==> src/rtl/ns_pkg.sv <==
package ns_pkg;
  function automatic int idx_width(input int n);
    return (n > 1) ? $clog2(n) : 1;
  endfunction
endpackage

==> src/rtl/ns_mprog_stage.sv <==
module ns_mprog_stage #(
  parameter int STEPS = 7,
  parameter int IDX_W = 2,
  parameter int SA_W  = 3,
  parameter logic [STEPS*IDX_W-1:0] MPROG_INIT = '0
) (
  input  logic             clk_i,
  input  logic             rst_ni,
  input  logic             vld_i,
  input  logic [SA_W-1:0]  addr_i,
  output logic             vld_o,
  output logic             ok_o,
  output logic [IDX_W-1:0] idx_o
);
  localparam logic [SA_W:0] STEPS_W = (SA_W+1)'(STEPS);

  logic [IDX_W-1:0] rom [STEPS];
  for (genvar g = 0; g < STEPS; g++) begin : g_rom
    assign rom[g] = MPROG_INIT[g*IDX_W +: IDX_W];
  end

  logic             in_rng;
  logic [IDX_W-1:0] idx_d;
  always_comb begin
    in_rng = {1'b0, addr_i} < STEPS_W;
    idx_d  = in_rng ? rom[addr_i] : '0;
  end

  always_ff @(posedge clk_i or negedge rst_ni) begin
    if (!rst_ni) begin
      vld_o <= 1'b0;
      ok_o  <= 1'b0;
      idx_o <= '0;
    end else begin
      vld_o <= vld_i;
      ok_o  <= vld_i & in_rng;
      idx_o <= vld_i ? idx_d : '0;
    end
  end
endmodule

==> src/rtl/ns_nano_stage.sv <==
module ns_nano_stage #(
  parameter int WORDS = 3,
  parameter int CW_W  = 4,
  parameter int IDX_W = 2,
  parameter logic [WORDS*CW_W-1:0] NANO_INIT = '0
) (
  input  logic             clk_i,
  input  logic             rst_ni,
  input  logic             vld_i,
  input  logic             ok_i,
  input  logic [IDX_W-1:0] idx_i,
  output logic             vld_o,
  output logic [CW_W-1:0]  cw_o
);
  localparam logic [IDX_W:0] WORDS_W = (IDX_W+1)'(WORDS);

  logic [CW_W-1:0] rom [WORDS];
  for (genvar g = 0; g < WORDS; g++) begin : g_rom
    assign rom[g] = NANO_INIT[g*CW_W +: CW_W];
  end

  logic            hit;
  logic [CW_W-1:0] cw_d;
  always_comb begin
    hit  = ok_i && ({1'b0, idx_i} < WORDS_W);
    cw_d = hit ? rom[idx_i] : '0;
  end

  always_ff @(posedge clk_i or negedge rst_ni) begin
    if (!rst_ni) begin
      vld_o <= 1'b0;
      cw_o  <= '0;
    end else begin
      vld_o <= vld_i;
      cw_o  <= vld_i ? cw_d : '0;
    end
  end
endmodule

==> src/rtl/nano_ctrl_store.sv <==
module nano_ctrl_store #(
  parameter int STEPS = 7,
  parameter int WORDS = 3,
  parameter int CW_W  = 4,
  parameter int IDX_W = ns_pkg::idx_width(WORDS),
  parameter int SA_W  = ns_pkg::idx_width(STEPS),
  parameter logic [STEPS*IDX_W-1:0] MPROG_INIT = 14'b10_11_01_00_10_01_00,
  parameter logic [WORDS*CW_W-1:0]  NANO_INIT  = 12'hC5A
) (
  input  logic            clk_i,
  input  logic            rst_ni,
  input  logic            step_vld_i,
  input  logic [SA_W-1:0] step_addr_i,
  output logic [CW_W-1:0] cw_o,
  output logic            cw_vld_o
);
  if (WORDS > (1 << IDX_W)) begin : g_idx_chk
    $error("IDX_W too narrow for WORDS");
  end

  logic             s1_vld, s1_ok;
  logic [IDX_W-1:0] s1_idx;

  ns_mprog_stage #(
    .STEPS(STEPS), .IDX_W(IDX_W), .SA_W(SA_W), .MPROG_INIT(MPROG_INIT)
  ) u_mprog (
    .clk_i(clk_i), .rst_ni(rst_ni), .vld_i(step_vld_i), .addr_i(step_addr_i),
    .vld_o(s1_vld), .ok_o(s1_ok), .idx_o(s1_idx)
  );

  ns_nano_stage #(
    .WORDS(WORDS), .CW_W(CW_W), .IDX_W(IDX_W), .NANO_INIT(NANO_INIT)
  ) u_nano (
    .clk_i(clk_i), .rst_ni(rst_ni), .vld_i(s1_vld), .ok_i(s1_ok), .idx_i(s1_idx),
    .vld_o(cw_vld_o), .cw_o(cw_o)
  );
endmodule

==> config.mk <==
export PLATFORM = sky130hd
export DESIGN_NAME = nano_ctrl_store
export DESIGN_NICKNAME = d
export VERILOG_FILES = /design/src/rtl/ns_pkg.sv /design/src/rtl/ns_mprog_stage.sv /design/src/rtl/ns_nano_stage.sv /design/src/rtl/nano_ctrl_store.sv
export SDC_FILE = /design/constraint.sdc
export NUM_CORES = 1
export LEC_CHECK = 0
export ABC_AREA = 1
export ABC_CLOCK_PERIOD_IN_PS = 1000
export BUFFER_PORTS_ARGS = -buffer_cell sky130_fd_sc_hd__buf_2
export CAP_MARGIN = 20
export CORE_AREA = 2 2 39 41
export CTS_CLUSTER_SIZE = 28
export DETAILED_ROUTE_END_ITERATION = 8
export DIE_AREA = 0 0 41 43
export HOLD_SLACK_MARGIN = 0.15
export SETUP_SLACK_MARGIN = 0.15
export SYNTH_ARGS = -nofsm -noshare
export SYNTH_HDL_FRONTEND = slang
export SYNTH_SLANG_ARGS = --single-unit
==> constraint.sdc <==
create_clock -name clk_i -period 1 [get_ports clk_i]
set_clock_uncertainty 0.2 [all_clocks]
set_input_delay 0.15 -clock clk_i [delete_from_list [all_inputs] [get_ports clk_i]]
set_output_delay 0.15 -clock clk_i [all_outputs]
set_load 0.01 [all_outputs]
After elaboration in Yosys (flattened, before gate mapping)
Memories as Yosys holds them, arrays and structs flattened.
Index checks and enable logic that the tools add are counted.
{"block": "word_totals", "input_bits": 6, "elab_cells": 23, "out_inout_bits": 5, "romBits": 16, "n_memories": 1, "register_bits": 9}
{"block": "op_classes", "reduce_logical": 1, "bitwise_logic": 3, "n_lt_le_gt_ge": 4, "n_mux": 9}
{"name": "(no name shown)", "words": 8, "word_bits": 2, "rd": 1, "rd_ports_with_merged_regs": 0, "write_ports": 0, "line_no": "ns_mprog_stage.sv:26", "text": "idx_d = in_rng ? rom[addr_i] : '0;"}
{"operator": "$mux 4", "n": 4}
{"operator": "$bmux 4 s2", "n": 1}
{"operator": "$mux 2", "n": 4}
{"operator": "$ge 4x4->1 const B", "n": 1}
{"operator": "$not 3->4", "n": 1}
{"operator": "$ge 3x3->1 const B", "n": 1}
{"operator": "$lt 3x3->1 const B", "n": 1}
{"operator": "$not 2->3", "n": 1}
{"operator": "$lt 2x2->1 const B", "n": 1}
{"operator": "$and 1x1->1", "n": 1}
{"operator": "$logic_and 1x1->1", "n": 1}

Depth between registers and ports, before layout
Gate-level depths: netlist (run 1).
{"block": "logic_depth", "ltp_word": 6, "ltp_mapped": 4, "mapped_depth_nobuf": 4}

Modules after synthesis
From an unflattened synthesis (run 1), not the netlist that was laid out.
{"block": "hier_totals", "cells_unflattened": 37, "hier_area_um2": 376.6}
{"module": "ns_nano_stage", "area_each_um2": 226.5, "cells_per_inst": 21, "n_inst": 1}
{"module": "ns_mprog_stage", "area_each_um2": 150.1, "cells_per_inst": 16, "n_inst": 1}

Worst setup path after synthesis (run 1)
Ideal clock, no wire load.
{"block": "synth_path", "kind": "register to register", "startpoint": "register u_mprog.idx_o[0]", "endpoint": "register u_nano.cw_o[2]", "path_buffers": 0, "setup_time_ps": 115, "setup_slack_ps": -72, "stages_incl_launch_ff": 5, "t_required_ps": 685, "arrival_time_ps": 757, "path_cell_list": "dfrtp_1 -> inv_1 -> ha_1 -> inv_1 -> nor2_1"}
{"block": "synth_via", "elab_chain_len": 6, "word_cells_on_any_way": 8, "cone_classes": "order compare (1); mux (5); bitwise (1); reduce/logical (1)"}
{"item": "from (decl)", "line_no": "ns_mprog_stage.sv:13", "text": "output logic [IDX_W-1:0] idx_o"}
{"item": "from (signal assigned)", "line_no": "ns_mprog_stage.sv:37", "text": "idx_o <= vld_i ? idx_d : '0;"}
{"item": "$not 2->3 (not written as such)", "line_no": "ns_nano_stage.sv:26", "text": "cw_d = hit ? rom[idx_i] : '0;"}
{"item": "$bmux 4 s2", "line_no": "ns_nano_stage.sv:26"}
{"item": "$mux 4 (not written as such) (2 in series)", "line_no": "ns_nano_stage.sv:26"}
{"item": "$mux 4 *", "line_no": "ns_nano_stage.sv:26"}
{"item": "$mux 4 *", "line_no": "ns_nano_stage.sv:35", "text": "cw_o <= vld_i ? cw_d : '0;"}
{"item": "to (signal assigned)", "line_no": "ns_nano_stage.sv:35"}
{"item": "to (decl)", "line_no": "ns_nano_stage.sv:13", "text": "output logic [CW_W-1:0] cw_o"}
Mark *: on every way between the ends. The rest lies on a longest branch, timed or not. The select of a mux whose other input is x is not followed.

Worst setup path in the final report (run 1)
{"block": "layout_path", "startpoint": "register u_mprog.idx_o[1]", "endpoint": "register u_nano.cw_o[2]"}
Same word-level chain as after synthesis.

==> flow_metrics.env, run 1 <==
export IMPL_postSynthRegisterBits=9
export IMPL_seq_power_share_pct=51.9
export IMPL_wl_um=550
export IMPL_share_comb_of_total_power_pct=11.0
export IMPL_failed_checks="hold timing, setup timing"
export IMPL_core_area_mm2=0.00138
export IMPL_area_growth_synth_to_final_pct=33.3
export IMPL_cts_root_buffer_cell="clkbuf_4"
export IMPL_pwr_share_clk_pct=37.0
export IMPL_fillers=146
export IMPL_first_global_vias=220
export IMPL_critical_path_reg2reg_startpoint="u_mprog.idx_o[1]"
export IMPL_die_area_mm2=0.00176
export IMPL_startpoint_of_the_most_critical_setup_path="u_mprog.idx_o[1]"
export IMPL_worst_path_buf_inv=2
export IMPL_die_h_um=43
export IMPL_synth_top_area_share_pct=58.8
export IMPL_tritoncts="built"
export IMPL_cts_hold_fix_buffers=1
export IMPL_drive_above_1_share_pct=36.5
export IMPL_critical_path_cell_chain="inv_1 -> ha_1 -> inv_1 -> nor2_1"
export IMPL_critical_path_slowest_cell="dfrtp_1"
export IMPL_relSlewSlack_pct=86.6
export IMPL_route_antenna_remaining_nets=0
export IMPL_crit_type="reg -> reg"
export IMPL_end_point_of_the_critical_path="u_nano.cw_o[2]"
export IMPL_outcome="finished, violations left"
export IMPL_end_kind="register"
export IMPL_final_cell_count_no_fill=68
export IMPL_timing_final_crit_period_ns=1.14
export IMPL_yosysUniqueCellTypes=9
export IMPL_cts_sinks=9
export IMPL_total_leakage_power_nw=0.296
export IMPL_max_cap_viol_count=0
export IMPL_antenna_cells=0
export IMPL_share_of_the_core_filled_with_cells_pct=36.9
export IMPL_worstReg2RegEnd="u_nano.cw_o[2]"
export IMPL_port_buffer_count=10
export IMPL_place_detailed_instances=62
export IMPL_grt_remaining_overflow=0
export IMPL_critical_path_top_delay_family="flip-flops"
export IMPL_totalNegativeSetupSlack_ns=-0.964
export IMPL_drt_vias_per_instance=3.93
export IMPL_whs_ns=-0.169
export IMPL_globalplace_congestion=0.599
export IMPL_global_route_wire_length_before_repair_um=917
export IMPL_start_util_pct=27.7
export IMPL_hold_violations=4
export IMPL_power_ir_vdd_worst_uv=449
export IMPL_postSynthNetCount=46
export IMPL_maxSlewViolCount=0
export IMPL_timing_final_ws_setup_ns=-0.140
export IMPL_top_level_ports=11
export IMPL_seq_total_area_yosys_pct=58.8
export IMPL_syn_area_per_cell_um2=10.6
export IMPL_critical_path_max_fanout=3
export IMPL_cellPowerDensity_mw_per_mm2=1480
export IMPL_swShare_pct=24.0
export IMPL_post_synth_inst_count=36
export IMPL_wl_per_cell_um=8.09
export IMPL_std_cell_rows=14
export IMPL_post_route_period_util_pct=114
export IMPL_netlist_area_before_placement_um2=383
export IMPL_crit_required_ns=0.96
export IMPL_power_internal_w=0.000574
export IMPL_grt_use_total_pct=8.90
export IMPL_yosys_warnings=0
export IMPL_power_net_switching_w=0.000182
export IMPL_largest_net_degree_at_the_start_of_global_routing=10
export IMPL_path_clk_slew_ns=0.06
export IMPL_timing_critical_path_depth=4
export IMPL_arrival_ns=1.10
export IMPL_detail_route_first_pass_iterations=2
export IMPL_grt_antenna_before_repair=0
export IMPL_peak_per_stage_delay_on_the_critical_path_ns=0.38
export IMPL_final_cell_mix="9 x inv_1, 9 x buf_2, 9 x dfrtp_1, 6 x nor2_1"
export IMPL_drc=0
export IMPL_die_w_um=41
export IMPL_rsz_0062_raised_after_global_routing="true"
export IMPL_synth_area_leader="dfrtp_1"
export IMPL_critical_path_most_common_cell="inv_1"
export IMPL_start_kind="register"
export IMPL_worst_pin_slew_ns=0.201
export IMPL_clock_tree_htree_level_count=1
export IMPL_postPlaceCellArea_um2=453
export IMPL_number_of_drc_markers_in_iteration_0=2
export IMPL_final_area_um2=510
export IMPL_cts_buffer_depth=2
export IMPL_yosys_top_cells_area="dfrtp_1 59%, ha_1 13%, inv_1 8.8%, nor2_1 7.8%, nand3b_4 5.2%"
export IMPL_setup_violations_final=9
export IMPL_numCtsBuffers=3
export IMPL_total_nets_final=63
export IMPL_clk_insertion_delay_late_ns=0.26
export IMPL_hold_path_cell_count=1
export IMPL_dr_total_vias=267
export IMPL_r2r_slack_ns=-0.14
export IMPL_clock_fmax_ghz=0.877
export IMPL_r2r_cells=4
export IMPL_min_delay_path_class="in -> reg"
routing by layer:
metal | routed length, µm | vias up | global-route usage [%]
met5 | 0 | - | 0
met4 | 25 | 0 | 10.0
met3 | 56 | 4 | 5.24
met2 | 271 | 13 | 10.9
met1 | 196 | 115 | 9.21
li1 | - | 135 | -
cell families after synthesis:
group / synth area share (%)
adder cells (fa/ha/maj): 13.1
AND/OR/NAND/NOR: 19.3
buffers and inverters: 8.82
flip-flops: 58.8
how the worst min path moves through the flow:
| stage | startpoint | end |
|---|---|---|
| 3_3_place_gp | rst_ni | u_nano.cw_o[3] |
| 4_1_cts | step_vld_i | u_mprog.vld_o |
| 2_1_floorplan | rst_ni | u_mprog.idx_o[0] |
| 5_1_grt | step_vld_i | u_mprog.vld_o |
| 3_5_place_dp | rst_ni | u_nano.cw_o[2] |
| 6_report | step_vld_i | u_mprog.vld_o |
Yosys cell counts:
master / n
nand3b_4: 1
dfrtp_1: 9
nor3_1: 1
inv_1: 9
nand2_1: 2
nor2_1: 8
nand3_1: 1
ha_1: 4
nor2_2: 1
registers in the layout (all words and copies together), names as in the netlist:
signal         count
u_mprog.ok_o       1
u_nano.cw_o        4
u_mprog.idx_o      2
u_mprog.vld_o      1
u_nano.vld_o       1
cell type report:
type	count	area [µm²]	area share [%]
repair buffers	12	73.8	14.5
inverters	9	33.8	6.62
well taps	16	20.0	3.92
multi-input cells	18	131	25.7
clock buffers	4	26.3	5.15
flip-flops and latches	9	225	44.1
what timing repair did:
item                                    4_1_cts  5_1_grt
endpoints found under the setup margin        9        9
pin swaps                                     0        1
endpoints found under the hold margin        13       13
setup buffers                                 1        0
resized for setup                             1        3
power groups by stage:
stage | Sequential (W) | Combinational (W) | Clock [W]
2_1_floorplan | 0.000404 | 0.0000351 | 0
3_5_place_dp | 0.000399 | 0.0000751 | 0
6_report | 0.000392 | 0.0000834 | 0.000280
4_1_cts | 0.000392 | 0.0000827 | 0.000292
5_1_grt | 0.000395 | 0.0000972 | 0.000312
3_3_place_gp | 0.000398 | 0.0000745 | 0
through the flow:
stage	setup slack [ns]	total power (W)
after floorplan	-0.0662	0.000439
after global placement	-0.116	0.000473
after detailed placement	-0.142	0.000474
after CTS	-0.127	0.000767
after global routing	-0.180	0.000804
final	-0.140	0.000756
Note: power is estimated with default switching activity, not from simulation.
==> run 2, diff against run 1 <==
--- a/config.mk
+++ b/config.mk
@@ -10,6 +10,7 @@
 export BUFFER_PORTS_ARGS = -buffer_cell sky130_fd_sc_hd__buf_2
 export CAP_MARGIN = 20
 export CORE_AREA = 2 2 39 41
+export CTS_BUF_LIST = sky130_fd_sc_hd__clkbuf_2 sky130_fd_sc_hd__clkbuf_4 sky130_fd_sc_hd__clkbuf_8
 export CTS_CLUSTER_SIZE = 28
 export DETAILED_ROUTE_END_ITERATION = 8
 export DIE_AREA = 0 0 41 43
==> flow_metrics.env, run 2 (synthesis gave the netlist of run 1 again) <==
export IMPL_fillers=143
export IMPL_final_cell_mix="9 x buf_2, 9 x dfrtp_1, 8 x inv_1, 6 x nor2_1, 4 x clkbuf_4"
export IMPL_number_of_drc_markers_in_iteration_0=2
export IMPL_crit_type="reg -> reg"
export IMPL_grt_remaining_overflow=0
export IMPL_timing_final_ws_setup_ns=-0.122
export IMPL_start_kind="register"
export IMPL_crit_required_ns=0.96
export IMPL_port_buffer_count=10
export IMPL_cts_buffer_depth=2
export IMPL_wl_um=524
export IMPL_std_cell_rows=14
export IMPL_grt_use_total_pct=8.70
export IMPL_drive_above_1_share_pct=40.4
export IMPL_outcome="finished, violations left"
export IMPL_start_util_pct=27.7
export IMPL_min_delay_path_class="in -> reg"
export IMPL_worst_path_buf_inv=2
export IMPL_critical_path_slowest_cell="dfrtp_1"
export IMPL_detail_route_first_pass_iterations=2
export IMPL_failed_checks="hold timing, setup timing"
export IMPL_clock_tree_htree_level_count=1
export IMPL_hold_path_cell_count=1
export IMPL_relSlewSlack_pct=86.6
export IMPL_die_w_um=41
export IMPL_cts_hold_fix_buffers=1
export IMPL_cellPowerDensity_mw_per_mm2=1520
export IMPL_tritoncts="built"
export IMPL_register_bank_with_the_most_flops="u_nano.cw_o"
export IMPL_holdPathEnd="u_mprog.vld_o"
export IMPL_global_route_wire_length_before_repair_um=903
export IMPL_largestRegisters="u_nano.cw_o: 4 flops, u_mprog.idx_o: 2 flops"
export IMPL_grt_antenna_before_repair=0
export IMPL_totalNegativeSetupSlack_ns=-0.934
export IMPL_whs_ns=-0.169
export IMPL_largest_net_degree_at_the_start_of_global_routing=10
export IMPL_final_area_um2=514
export IMPL_post_route_period_util_pct=112
export IMPL_worstHoldStart="step_vld_i"
export IMPL_antenna_cells=0
export IMPL_globalplace_congestion=0.599
export IMPL_critical_path_max_fanout=3
export IMPL_clk_insertion_delay_late_ns=0.26
export IMPL_arrival_ns=1.08
export IMPL_core_area_mm2=0.00138
export IMPL_r2r_slack_ns=-0.12
export IMPL_dr_total_vias=268
export IMPL_peak_per_stage_delay_on_the_critical_path_ns=0.39
export IMPL_postPlaceCellArea_um2=453
export IMPL_worstReg2RegEnd="u_nano.cw_o[2]"
export IMPL_die_area_mm2=0.00176
export IMPL_r2r_cells=4
export IMPL_share_of_the_core_filled_with_cells_pct=37.2
export IMPL_rsz_0062_raised_after_global_routing="true"
export IMPL_drt_vias_per_instance=3.94
export IMPL_critical_path_reg2reg_startpoint="u_mprog.idx_o[1]"
export IMPL_first_global_vias=225
export IMPL_total_leakage_power_nw=0.299
export IMPL_power_ir_vdd_worst_uv=451
export IMPL_maxSlewViolCount=0
export IMPL_die_h_um=43
export IMPL_critical_path_top_delay_family="flip-flops"
export IMPL_wl_per_cell_um=7.71
export IMPL_final_cell_count_no_fill=68
export IMPL_critical_path_cell_chain="inv_2 -> ha_1 -> inv_1 -> nor2_1"
export IMPL_timing_final_crit_period_ns=1.12
export IMPL_drc=0
export IMPL_hold_violations=4
export IMPL_path_clk_slew_ns=0.06
export IMPL_setup_violations_final=9
export IMPL_end_kind="register"
export IMPL_cts_sinks=9
export IMPL_route_antenna_remaining_nets=0
export IMPL_numCtsBuffers=3
export IMPL_total_nets_final=63
export IMPL_flip_flop_count_of_the_largest_register_after_layout=4
export IMPL_worst_pin_slew_ns=0.202
export IMPL_top_level_ports=11
export IMPL_clock_fmax_ghz=0.891
export IMPL_max_cap_viol_count=0
export IMPL_cts_root_buffer_cell="clkbuf_4"
export IMPL_place_detailed_instances=62
export IMPL_area_growth_synth_to_final_pct=34.3
[run 2: worst max-delay path by stage]
| stage | start | endpoint | slack [ns] | depth (start not counted) |
|---|---|---|---|---|
| floorplan | u_mprog.idx_o[1] | u_nano.cw_o[2] | -0.07 | 4 |
| global placement | u_mprog.idx_o[1] | u_nano.cw_o[2] | -0.12 | 4 |
| detailed placement | u_mprog.idx_o[0] | u_nano.cw_o[1] | -0.14 | 3 |
| CTS | u_mprog.idx_o[1] | u_nano.cw_o[2] | -0.13 | 4 |
| global route | u_mprog.idx_o[0] | u_nano.cw_o[1] | -0.16 | 3 |
| finish | u_mprog.idx_o[1] | u_nano.cw_o[2] | -0.12 | 4 |
[run 2: final cells by class]
| type | count | area, µm² | area share (%) |
|---|---|---|---|
| sequential | 9 | 225 | 43.8 |
| multi-input combinational | 18 | 131 | 25.5 |
| timing repair buffer | 12 | 73.8 | 14.4 |
| inverter | 9 | 33.8 | 6.57 |
| clock buffer | 4 | 30.0 | 5.84 |
| tap | 16 | 20.0 | 3.89 |
[run 2: through the flow]
stage	power [W]	setup slack, ns	hold slack, ns
after floorplan	0.000439	-0.0662	-0.346
after global placement	0.000473	-0.116	-0.194
after detailed placement	0.000474	-0.142	-0.190
after CTS	0.000796	-0.128	-0.178
after global routing	0.000832	-0.164	-0.180
final	0.000784	-0.122	-0.169
[run 2: per-layer routing]
layer	track usage, %	part of all wire, %
met4	10.0	4.8
met5	0	0
met3	5.24	11
met2	10.6	47
met1	8.88	37
[run 2: power by group]
part / switching (W) / leakage [nW] / internal (W) / total, W
Combinational: 0.0000455 / 0.164 / 0.0000380 / 0.0000835
Sequential: 0.0000101 / 0.116 / 0.000382 / 0.000393
Clock: 0.000127 / 0.0184 / 0.000181 / 0.000308
Total: 0.000183 / 0.299 / 0.000601 / 0.000784
[run 2: timing repair]
action / in CTS / in global routing
hold endpoints to repair: 13 / 13
endpoints found under the setup margin: 9 / 9
pin swaps: 2 / 2
resized for setup: 2 / 3
gates cloned: 0 / 0
buffers inserted: 1 / 0
==> run 3, diff against run 2 <==
--- a/config.mk
+++ b/config.mk
@@ -18,4 +18,5 @@
 export SETUP_SLACK_MARGIN = 0.15
 export SYNTH_ARGS = -nofsm -noshare
 export SYNTH_HDL_FRONTEND = slang
+export SYNTH_HIERARCHICAL = 1
 export SYNTH_SLANG_ARGS = --single-unit
==> flow_metrics.env, run 3 <==
export IMPL_min_delay_path_class="in -> reg"
export IMPL_clock_tree_htree_level_count=1
export IMPL_end_kind="register"
export IMPL_postPlaceCellArea_um2=454
export IMPL_final_area_um2=523
export IMPL_post_synth_mux_area_share_pct=0
export IMPL_grt_remaining_overflow=0
export IMPL_cts_buffer_depth=2
export IMPL_core_area_mm2=0.00138
export IMPL_cts_sinks=9
export IMPL_startpoint_of_the_most_critical_setup_path="u_mprog/idx_o[0]"
export IMPL_yosys_warnings=6
export IMPL_drc=0
export IMPL_rsz_0062_raised_after_global_routing="true"
export IMPL_wl_per_cell_um=8.45
export IMPL_critical_path_max_fanout=3
export IMPL_start_kind="register"
export IMPL_globalplace_congestion=0.619
export IMPL_detailed_place_hpwl_um=434
export IMPL_final_cell_count_no_fill=69
export IMPL_flip_flop_count_of_the_largest_register_after_layout=4
export IMPL_start_util_pct=27.2
export IMPL_total_leakage_power_nw=0.289
export IMPL_die_area_mm2=0.00176
export IMPL_largest_net_degree_at_the_start_of_global_routing=10
export IMPL_detail_route_first_pass_iterations=4
export IMPL_synth_edff_count=0
export IMPL_power_ir_vdd_worst_uv=495
export IMPL_setup_violations_final=9
export IMPL_arrival_ns=1.08
export IMPL_die_w_um=41
export IMPL_yosys_top_cells_area="dfrtp_1 60%, ha_1 13%, inv_1 10%, nor2_1 8.0%, nand3_2 2.7%"
export IMPL_route_antenna_remaining_nets=0
export IMPL_timing_final_ws_setup_ns=-0.121
export IMPL_post_synth_inst_count=37
export IMPL_total_nets_final=64
export IMPL_crit_required_ns=0.96
export IMPL_grt_use_total_pct=9.32
export IMPL_synth_flop_cell="dfrtp_1"
export IMPL_netlist_top_cells_count="10 x inv_1, 9 x dfrtp_1, 8 x nor2_1, 4 x ha_1, 2 x nand2_1"
export IMPL_adder_cell_share_of_the_synthesized_area_pct=13.3
export IMPL_path_clk_slew_ns=0.06
export IMPL_postSynthRegisterBits=9
export IMPL_whs_ns=-0.171
export IMPL_first_global_vias=274
export IMPL_synth_xor_area_share_pct=0
export IMPL_netlist_area_before_placement_um2=377
export IMPL_wl_um=583
export IMPL_dominant_combinational_cell_family_by_area_after_synthesis="simple AND/OR/NAND/NOR gates"
export IMPL_fillers=143
export IMPL_hold_violations=4
export IMPL_maxSlewViolCount=0
export IMPL_synth_top_area_share_pct=59.8
export IMPL_max_cap_viol_count=0
export IMPL_die_h_um=43
export IMPL_syn_area_per_cell_um2=10.2
export IMPL_synth_area_leader="dfrtp_1"
export IMPL_numCtsBuffers=3
export IMPL_post_route_period_util_pct=112
export IMPL_relSlewSlack_pct=87.0
export IMPL_yosysUniqueCellTypes=9
export IMPL_global_route_wire_length_before_repair_um=993
export IMPL_antenna_cells=0
export IMPL_top_level_ports=11
export IMPL_register_bank_with_the_most_flops="u_nano/cw_o"
export IMPL_number_of_drc_markers_in_iteration_0=5
export IMPL_grt_antenna_before_repair=0
export IMPL_place_detailed_instances=64
export IMPL_dr_total_vias=270
export IMPL_clk_insertion_delay_late_ns=0.26
export IMPL_postSynthNetCount=47
export IMPL_worstHoldStart="step_vld_i"
export IMPL_cts_root_buffer_cell="clkbuf_4"
export IMPL_drt_vias_per_instance=3.91
export IMPL_worst_pin_slew_ns=0.195
export IMPL_synth_compound_area_share_pct=0
export IMPL_timing_final_crit_period_ns=1.12
export IMPL_final_cell_mix="9 x buf_2, 9 x dfrtp_1, 8 x nor2_1, 7 x inv_1, 4 x clkbuf_4"
export IMPL_most_frequent_cell_after_synthesis="inv_1"
export IMPL_seq_total_area_yosys_pct=59.8
export IMPL_post_synth_and_or_nand_nor_area_fraction_pct=16.9
export IMPL_report_power_total_w=0.000790
export IMPL_port_buffer_count=10
export IMPL_synthArstFlopShare_pct=100
export IMPL_clock_fmax_ghz=0.892
export IMPL_drive_above_1_share_pct=41.5
export IMPL_outcome="finished, violations left"
export IMPL_failed_checks="hold timing, setup timing"
export IMPL_area_growth_synth_to_final_pct=38.9
export IMPL_tritoncts="built"
export IMPL_largestRegisters="u_nano/cw_o: 4 flops, u_mprog/idx_o: 2 flops"
export IMPL_cts_hold_fix_buffers=1
export IMPL_crit_type="reg -> reg"
export IMPL_critical_path_reg2reg_startpoint="u_mprog/idx_o[0]"
export IMPL_cellPowerDensity_mw_per_mm2=1510
export IMPL_std_cell_rows=14
## run 3: final timing paths
| path | endpoint | slack [ns] | depth (start not counted) |
|---|---|---|---|
| setup / recovery | u_nano/cw_o[0] | -0.12 | 4 |
| hold / removal | u_mprog/vld_o | -0.17 | 1 |
| setup reg to reg | u_nano/cw_o[0] | -0.12 | 4 |
| hold reg to reg | u_nano/vld_o | 0.24 | 0 |
| max in group asynchronous | u_mprog/vld_o | 0.36 | 2 |
| min in group asynchronous | u_nano/cw_o[3] | 0.06 | 2 |
## run 3: timing repair
item,CTS,global route
hold endpoints to repair,13,13
endpoints found under the setup margin,9,9
buffers inserted,0,0
pin swaps,5,1
gates resized for setup,5,2
## run 3: area by class of cell
class                      instances  area (µm²)  area share [%]
tap                               16        20.0            3.83
inverter                          10        37.5            7.18
timing repair buffer              12        73.8            14.1
sequential                         9         225            43.1
clock buffer                       4        30.0            5.74
multi-input combinational         18         136            26.1
## run 3: power breakdown
| part | switching, W | internal (W) |
|---|---|---|
| clock | 0.000127 | 0.000181 |
| combinational | 0.0000473 | 0.0000412 |
| sequential | 0.0000113 | 0.000382 |
| total | 0.000185 | 0.000604 |
## run 3: cells by family after synthesis
family                     Yosys count
and+or+nand+nor                     14
buffers and inverters               10
adders and majority gates            4
DFF                                  9
## run 3: metal layers
layer | global-route usage [%] | part of all wire [%] | up-vias
met1 | 8.94 | 41 | 120
met5 | 0 | 0 | -
met2 | 12.8 | 50 | 11
li1 | - | - | 139
met3 | 4.71 | 8.2 | 0
met4 | 10.0 | 0 | 0
## run 3: critical path, stage by stage (launching register included)
cell and delay (ns):
dfrtp_1 0.41, buf_4 0.15, ha_1 0.18, inv_1 0.05, nor2_1 0.04
## run 3: metrics by stage
stage | util, % | setup slack, ns | setup TNS, ns
finish | 37.8 | -0.121 | -0.876
global route | 37.8 | -0.152 | -1.23
CTS | 36.8 | -0.125 | -0.986
detailed placement | 32.8 | -0.135 | -0.418
global placement | 32.8 | -0.116 | -0.354
floorplan | - | -0.0644 | -0.238
